`config.mk`:
```
export PLATFORM = sky130hd
export DESIGN_NAME = memperf_monitor
export DESIGN_NICKNAME = d
export VERILOG_FILES = /design/src/rtl/memperf_pkg.sv /design/src/rtl/memperf_cyc_cnt.sv /design/src/rtl/memperf_evt_cnt.sv /design/src/rtl/memperf_monitor.sv
export SDC_FILE = /design/constraint.sdc
export NUM_CORES = 1
export LEC_CHECK = 0
export BUFFER_PORTS_ARGS = -buffer_cell sky130_fd_sc_hd__buf_2
export CELL_PAD_IN_SITES_DETAIL_PLACEMENT = 0
export CELL_PAD_IN_SITES_GLOBAL_PLACEMENT = 1
export CORE_MARGIN = 4
export CORE_UTILIZATION = 43
export CTS_BUF_LIST = sky130_fd_sc_hd__clkbuf_8
export CTS_CLUSTER_SIZE = 14
export DETAILED_ROUTE_END_ITERATION = 8
export PLACE_DENSITY = 0.85
export SKIP_CTS_REPAIR_TIMING = 1
export SYNTH_ARGS = -nofsm -noshare
export SYNTH_HDL_FRONTEND = slang
export SYNTH_HIERARCHICAL = 1
export SYNTH_SLANG_ARGS = --single-unit
```
`constraint.sdc`:
```
create_clock -name clk -period 2.25 [get_ports clk]
set_input_delay 0.45 -clock clk [delete_from_list [all_inputs] [get_ports clk]]
set_output_delay 0.45 -clock clk [all_outputs]
set_load 0.005 [all_outputs]
```
`src/rtl/memperf_pkg.sv`:
```
package memperf_pkg;
    localparam int DATA_W   = 32;
    localparam int NUM_CNT  = 4;
    localparam int SEL_W    = 8;
    localparam int OVF_BIT  = 0;
    localparam int CLR_BIT  = 1;
    localparam int EN_BIT   = 2;
    localparam int SEL_LSB  = 24;
    localparam int CTRL_OFS = 'h00;
    localparam int CNT_OFS  = 'h20;
    typedef logic [SEL_W-1:0] sel_t;
endpackage

```
`src/rtl/memperf_cyc_cnt.sv`:
```
module memperf_cyc_cnt #(
    parameter int CYC_W = 32
) (
    input  logic             clk,
    input  logic             rst_n,
    input  logic             we_i,
    input  logic             wr_en_i,
    input  logic             wr_clr_i,
    output logic [CYC_W-1:0] cnt_o,
    output logic             ovf_o,
    output logic             clr_o,
    output logic             en_o,
    output logic             run_o
);
    localparam logic [CYC_W-1:0] CNT_MAX = '1;

    typedef struct packed {
        logic [CYC_W-1:0] cnt;
        logic             ovf;
        logic             en;
        logic             clr;
    } cyc_st_t;

    cyc_st_t st_d, st_q;
    logic    run;

    always_comb begin
        st_d = st_q;
        run  = st_q.en && !st_q.ovf;
        if (run) begin
            if (st_q.cnt == CNT_MAX) begin
                st_d.cnt = '0;
                st_d.ovf = 1'b1;
            end else begin
                st_d.cnt = st_q.cnt + 1'b1;
            end
        end
        if (we_i) begin
            st_d.en  = wr_en_i;
            st_d.clr = wr_clr_i;
            if (wr_clr_i && !st_q.clr) begin
                st_d.cnt = '0;
                st_d.ovf = 1'b0;
            end
        end
    end

    always_ff @(posedge clk or negedge rst_n) begin
        if (!rst_n) st_q <= '0;
        else        st_q <= st_d;
    end

    assign cnt_o = st_q.cnt;
    assign ovf_o = st_q.ovf;
    assign clr_o = st_q.clr;
    assign en_o  = st_q.en;
    assign run_o = run;

    assert_step_R3: assert property (@(posedge clk) disable iff (!rst_n)
        (st_q.en && !st_q.ovf && st_q.cnt != CNT_MAX && !we_i) |=> (cnt_o == $past(cnt_o) + 1'b1));
    assert_wrap_lock_R5: assert property (@(posedge clk) disable iff (!rst_n)
        (st_q.en && !st_q.ovf && st_q.cnt == CNT_MAX && !we_i) |=> (ovf_o && cnt_o == '0));
    assert_frozen_R5: assert property (@(posedge clk) disable iff (!rst_n)
        (ovf_o && !we_i) |=> ($stable(cnt_o) && ovf_o));
    assert_no_level_clear_R10: assert property (@(posedge clk) disable iff (!rst_n)
        (we_i && ovf_o && clr_o) |=> ovf_o);
endmodule

```
`src/rtl/memperf_evt_cnt.sv`:
```
module memperf_evt_cnt
    import memperf_pkg::*;
#(
    parameter int EVT_W = 32,
    parameter int EV_N  = 64
) (
    input  logic             clk,
    input  logic             rst_n,
    input  logic             we_i,
    input  logic             wr_en_i,
    input  logic             wr_clr_i,
    input  sel_t             wr_sel_i,
    input  logic             run_i,
    input  logic             wrap_i,
    input  logic [EV_N-1:0]  events_i,
    output logic [EVT_W-1:0] cnt_o,
    output logic             ovf_o,
    output logic             en_o,
    output sel_t             sel_o
);
    localparam logic [EVT_W-1:0] CNT_MAX = '1;

    typedef struct packed {
        logic [EVT_W-1:0] cnt;
        logic             ovf;
        logic             en;
        sel_t             sel;
    } evt_st_t;

    evt_st_t st_d, st_q;
    logic    hit, adv;

    always_comb begin
        hit = 1'b0;
        for (int k = 0; k < EV_N; k++) begin
            if ((st_q.sel != '0) && (st_q.sel == SEL_W'(k))) hit = events_i[k];
        end
        adv  = st_q.en && run_i && hit && !(st_q.ovf && !wrap_i);
        st_d = st_q;
        if (adv) begin
            if (st_q.cnt == CNT_MAX) begin
                st_d.ovf = 1'b1;
                st_d.cnt = wrap_i ? '0 : CNT_MAX;
            end else begin
                st_d.cnt = st_q.cnt + 1'b1;
            end
        end
        if (we_i) begin
            st_d.en  = wr_en_i;
            st_d.sel = wr_sel_i;
            if (!wr_clr_i) begin
                st_d.cnt = '0;
                st_d.ovf = 1'b0;
            end
        end
    end

    always_ff @(posedge clk or negedge rst_n) begin
        if (!rst_n) st_q <= '0;
        else        st_q <= st_d;
    end

    assign cnt_o = st_q.cnt;
    assign ovf_o = st_q.ovf;
    assign en_o  = st_q.en;
    assign sel_o = st_q.sel;

    assert_disabled_R4: assert property (@(posedge clk) disable iff (!rst_n)
        (!en_o && !we_i) |=> $stable(cnt_o));
    assert_freeze_R6: assert property (@(posedge clk) disable iff (!rst_n)
        (!run_i && !we_i) |=> $stable(cnt_o));
    assert_stop_hold_R8: assert property (@(posedge clk) disable iff (!rst_n)
        (!wrap_i && ovf_o && !we_i) |=> ($stable(cnt_o) && ovf_o));
    assert_clear_R9: assert property (@(posedge clk) disable iff (!rst_n)
        (we_i && !wr_clr_i) |=> (cnt_o == '0 && !ovf_o));
endmodule

```
`src/rtl/memperf_monitor.sv`:
```
module memperf_monitor
    import memperf_pkg::*;
#(
    parameter int CYC_W  = 32,
    parameter int EVT_W  = 32,
    parameter int EV_N   = 64,
    parameter int ADDR_W = 6
) (
    input  logic              clk,
    input  logic              rst_n,
    input  logic              wrap_mode_i,
    input  logic [EV_N-1:0]   events_i,
    input  logic              reg_we_i,
    input  logic [ADDR_W-1:0] reg_addr_i,
    input  logic [31:0]       reg_wdata_i,
    output logic [31:0]       reg_rdata_o,
    output logic              irq_o
);
    localparam int IDX_W = $clog2(NUM_CNT);
    localparam int GRP_W = ADDR_W - IDX_W - 2;
    localparam logic [GRP_W-1:0] CTRL_GRP = GRP_W'(CTRL_OFS >> (IDX_W + 2));
    localparam logic [GRP_W-1:0] CNT_GRP  = GRP_W'(CNT_OFS >> (IDX_W + 2));

    logic              aligned;
    logic [IDX_W-1:0]  idx;
    logic [GRP_W-1:0]  grp;
    logic [NUM_CNT-1:0] ctrl_we;
    logic [DATA_W-1:0] ctrl_rd [NUM_CNT];
    logic [DATA_W-1:0] cnt_rd  [NUM_CNT];
    logic              wr_en, wr_clr;
    sel_t              wr_sel;

    logic [CYC_W-1:0]  cyc_cnt;
    logic              cyc_ovf, cyc_clr, cyc_en, cyc_run;

    assign aligned = (reg_addr_i[1:0] == 2'b00);
    assign idx     = reg_addr_i[IDX_W+1:2];
    assign grp     = reg_addr_i[ADDR_W-1:IDX_W+2];
    assign wr_en   = reg_wdata_i[EN_BIT];
    assign wr_clr  = reg_wdata_i[CLR_BIT];
    assign wr_sel  = reg_wdata_i[SEL_LSB +: SEL_W];

    always_comb begin
        for (int n = 0; n < NUM_CNT; n++) begin
            ctrl_we[n] = reg_we_i && aligned && (grp == CTRL_GRP) && (idx == IDX_W'(n));
        end
    end

    memperf_cyc_cnt #(.CYC_W(CYC_W)) u_cyc (
        .clk      (clk),
        .rst_n    (rst_n),
        .we_i     (ctrl_we[0]),
        .wr_en_i  (wr_en),
        .wr_clr_i (wr_clr),
        .cnt_o    (cyc_cnt),
        .ovf_o    (cyc_ovf),
        .clr_o    (cyc_clr),
        .en_o     (cyc_en),
        .run_o    (cyc_run)
    );

    always_comb begin
        ctrl_rd[0]          = '0;
        ctrl_rd[0][OVF_BIT] = cyc_ovf;
        ctrl_rd[0][CLR_BIT] = cyc_clr;
        ctrl_rd[0][EN_BIT]  = cyc_en;
        cnt_rd[0]           = DATA_W'(cyc_cnt);
    end

    for (genvar g = 1; g < NUM_CNT; g++) begin : g_evt
        logic [EVT_W-1:0] e_cnt;
        logic             e_ovf, e_en;
        sel_t             e_sel;

        memperf_evt_cnt #(.EVT_W(EVT_W), .EV_N(EV_N)) u_evt (
            .clk      (clk),
            .rst_n    (rst_n),
            .we_i     (ctrl_we[g]),
            .wr_en_i  (wr_en),
            .wr_clr_i (wr_clr),
            .wr_sel_i (wr_sel),
            .run_i    (cyc_run),
            .wrap_i   (wrap_mode_i),
            .events_i (events_i),
            .cnt_o    (e_cnt),
            .ovf_o    (e_ovf),
            .en_o     (e_en),
            .sel_o    (e_sel)
        );

        always_comb begin
            ctrl_rd[g]                      = '0;
            ctrl_rd[g][OVF_BIT]             = e_ovf;
            ctrl_rd[g][CLR_BIT]             = 1'b1;
            ctrl_rd[g][EN_BIT]              = e_en;
            ctrl_rd[g][SEL_LSB +: SEL_W]    = e_sel;
            cnt_rd[g]                       = DATA_W'(e_cnt);
        end
    end

    always_comb begin
        reg_rdata_o = '0;
        if (aligned && grp == CTRL_GRP)     reg_rdata_o = ctrl_rd[idx];
        else if (aligned && grp == CNT_GRP) reg_rdata_o = cnt_rd[idx];
    end

    assign irq_o = cyc_ovf;

    assert_irq_level_R5: assert property (@(posedge clk) disable iff (!rst_n)
        (irq_o && !ctrl_we[0]) |=> irq_o);
    assert_irq_only_cycle_R7: assert property (@(posedge clk) disable iff (!rst_n)
        (!irq_o && !cyc_run) |=> !irq_o);
endmodule

```
==> impl_metrics.csv <==
group,metric,value,unit
die,num_rows,64,
synthesis,yosysSeqAreaShare,0.296,
worst_setup_path,crit_required,2.61,ns
cts,cts_buffers,17,
die,start_util,0.440,
place,routabilityCongestion,1.01,
worst_setup_path,worstPathArrival,3.25,ns
run,maxCapViolations,0,
detailed_routing,viasPerCell,6.47,
synthesis,synth_cell_types,101,
die,dieArea,0.0345,mm^2
worst_setup_path,path_class,"reg2reg",
cells_and_area,fillers,2425,
synthesis,yosysTopAreaCell,"dfrtp_1",
cells_and_area,multi_input_area,0.00993,mm^2
place,dp.cells,2299,
die,die_w,186,um
min_path,worstHoldPathType,"in2reg",
cells_and_area,antenna_cells,0,
timing,min_period,2.88,ns
cells_and_area,drive_gt1_frac,0.473,
worst_setup_path,cp-startpoint,"g_evt[3].u_evt/sel_o[0]",
detailed_routing,firstDrtPassIters,6,
die,core,0.0309,mm^2
synthesis,syn_inst,1524,
die,die_y,186,um
synthesis,ys.flop_type,"dfrtp_1",
cells_and_area,syn_to_final_growth,47.1,%
die,ios,139,
global_route,grt_overflow,0,
detailed_routing,route.detailed.drc,0,
synthesis,avgSynthCellArea,8.93,um^2
cells_and_area,nets,2126,
timing,slew_violations,0,
worst_setup_path,crit_path_cell_trace,"buf_6, mux2_4, a221oi_2, or4_4, o22ai_4, a2111oi_4, and2_4, nor3_4, buf_6, a221o_1",
detailed_routing,wl,59.9,mm
timing,fmax,347,MHz
timing,setup_viol,111,
cts,clk_pin_slew,0.10,ns
status,status,"finished, violations left",
global_route,grt_max_degree,45,
worst_setup_path,path_common_cell,"buf_6",
cts,clock_sinks,161,
synthesis,synthArstFlopShare,1.00,
detailed_routing,drt_iter0_drc,1871,
timing,whs,0.211,ns
worst_setup_path,crit_path_max_incr_delay,0.50,ns
place,dp.final_hpwl,43.6,mm
worst_setup_path,r2r-start,"g_evt[3].u_evt/sel_o[0]",
cts,cts_tree,"built",
worst_setup_path,end_kind,"flip-flop",
cts,root_buffer,"clkbuf_8",
synthesis,yosys-top-cells-area,"dfrtp_1, mux4_2, a21oi_1",
global_route,antenna_found_initial,1,
power,vdd_drop_max,0.443,mV
global_route,grt_usage,0.317,
synthesis,synth-seq-cells,161,
synthesis,synthesis.nets,1634,
cts,clock_latency,0.49,ns
synthesis,yosysWarnings,6,
status,violations,"setup timing",
timing,skew,0.0249,ns
detailed_routing,wl_per_cell,24.7,um
worst_setup_path,cp_max_fo,6,
min_path,min-delay-start,"reg_wdata_i[26]",
global_route,grt_pass1_wl,84.3,mm
place,port_buffers,115,
timing,rsz0062_at_grt,"yes",
detailed_routing,ant_nets,0,
worst_setup_path,crit_slowest_cell,"a2111oi_4",
power,leakagePower,8.78,nW
cells_and_area,fin_cells,2425,
timing,hold_violations,0,
timing,fin_crit_sh,1.28,
timing,worstMarginPinSlew,0.618,ns
cells_and_area,final_area,0.0200,mm^2
synthesis,synth_edf_count,0,
timing,max_slew_margin,0.587,
synthesis,netlist_area,0.0136,mm^2
cells_and_area,area.sequential,0.00405,mm^2
timing,fin_ws,-0.632,ns
cts,clockBufferDepth,2,
power,power.density,540,mW/mm^2
detailed_routing,via_count,15700,
place,dpl_cell_area,0.0173,mm^2
worst_setup_path,critPathLaunchType,"flip-flop",
global_route,grt_pass1_vias,14200,
cts,htreeDepth,4,
synthesis,synth_top_area_frac,0.296,
cell usage after synthesis, drive strengths merged (11+ instances only):
master / number
nand4: 37
buf: 74
nand2b: 33
nor2: 95
and4: 22
nand3: 79
a21o: 15
nand2: 138
and3: 40
nor3: 45
a21oi: 142
a22oi: 15
dfrtp: 161
a22o: 33
xor2: 20
o31ai: 15
a211oi: 19
o211ai: 13
mux4: 40
and2: 31
inv: 35
o21ai: 94
nor2b: 26
mux2i: 46
clkbuf: 23
a31oi: 11
mux2: 45
report_power, final:
group / switching [mW] / total [mW] / internal [mW]
Clock: 1.24 / 2.43 / 1.19
Combinational: 2.56 / 5.05 / 2.49
Sequential: 0.258 / 3.33 / 3.07
stage by stage:
stage / setup TNS [ns] / utilization / total power, mW / setup WS [ns]
after global placement: -53.29 / 0.560 / 7.22 / -0.663
final: -51.07 / 0.647 / 10.8 / -0.632
after floorplan: -10.19 / - / 5.46 / -0.175
after global routing: -59.19 / 0.647 / 11.2 / -0.676
after CTS: -62.65 / 0.574 / 9.67 / -0.741
after detailed placement: -57.01 / 0.560 / 7.28 / -0.707
kinds of logic after synthesis:
logic type,synth area share
DFF,0.296
xor gates and xnor gates,0.0180
buffers and inverters,0.0567
AOI/OAI and AO/OA,0.234
adders and majority gates,0.00368
and+or+nand+nor,0.253
muxes,0.138
path summary, 6_finish.rpt:
check | end | slack, ns | cells after the start
max in group asynchronous | g_evt[2].u_evt/cnt_o[30] | 1.10 | 3
worst min register to register | g_evt[3].u_evt/en_o | 0.56 | 1
worst min-delay path | g_evt[3].u_evt/sel_o[2] | 0.21 | 3
worst max register to register | g_evt[3].u_evt/cnt_o[9] | -0.63 | 10
worst max-delay path | g_evt[3].u_evt/cnt_o[9] | -0.63 | 10
min in group asynchronous | g_evt[1].u_evt/cnt_o[12] | 0.43 | 2
cells in the final DEF, fill, tap and decap left out, drive strengths merged, types with 11 or more instances in the layout:
| cell | n |
|---|---|
| nand3 | 79 |
| o21ai | 94 |
| nand2 | 138 |
| nand2b | 33 |
| xor2 | 20 |
| o31ai | 15 |
| mux4 | 40 |
| a211oi | 19 |
| and4 | 22 |
| o211ai | 13 |
| and3 | 40 |
| mux2 | 45 |
| nand4 | 37 |
| clkbuf | 30 |
| a22oi | 15 |
| inv | 36 |
| nor2b | 26 |
| a22o | 33 |
| mux2i | 46 |
| nor2 | 95 |
| a21oi | 142 |
| and2 | 31 |
| a31oi | 11 |
| nor3 | 45 |
| a21o | 15 |
| buf | 559 |
| dfrtp | 161 |
cell type report:
class,instances,area share
inverters,35,0.00688
multi-input cells,1231,0.496
clock buffers,20,0.0138
well taps,396,0.0248
flip-flops and latches,161,0.202
repair buffers,570,0.248
clock inverters,12,0.00769
per-layer routing:
layer	track usage	part of all wire	up-vias
met4	0.124	0.053	0
met2	0.492	0.45	980
li1	-	-	6811
met5	0	0	-
met1	0.442	0.40	7712
met3	0.0580	0.095	188
registers in the layout, summed over array words and instances (netlist names):
name	flops
g_evt.u_evt/ovf_o	3
g_evt.u_evt/cnt_o	96
u_cyc/cnt_o	32
g_evt.u_evt/en_o	3
u_cyc/en_o	1
u_cyc/clr_o	1
g_evt.u_evt/sel_o	24
u_cyc/ovf_o	1
worst max-delay path: cells and delay by family (launching register included):
family / cells / cell delay [ns]
simple gates: 3 / 0.49
mux: 1 / 0.32
compound gates: 4 / 1.15
flops: 1 / 0.49
buf+inv: 2 / 0.31
Power figures use the tool's default switching activity.
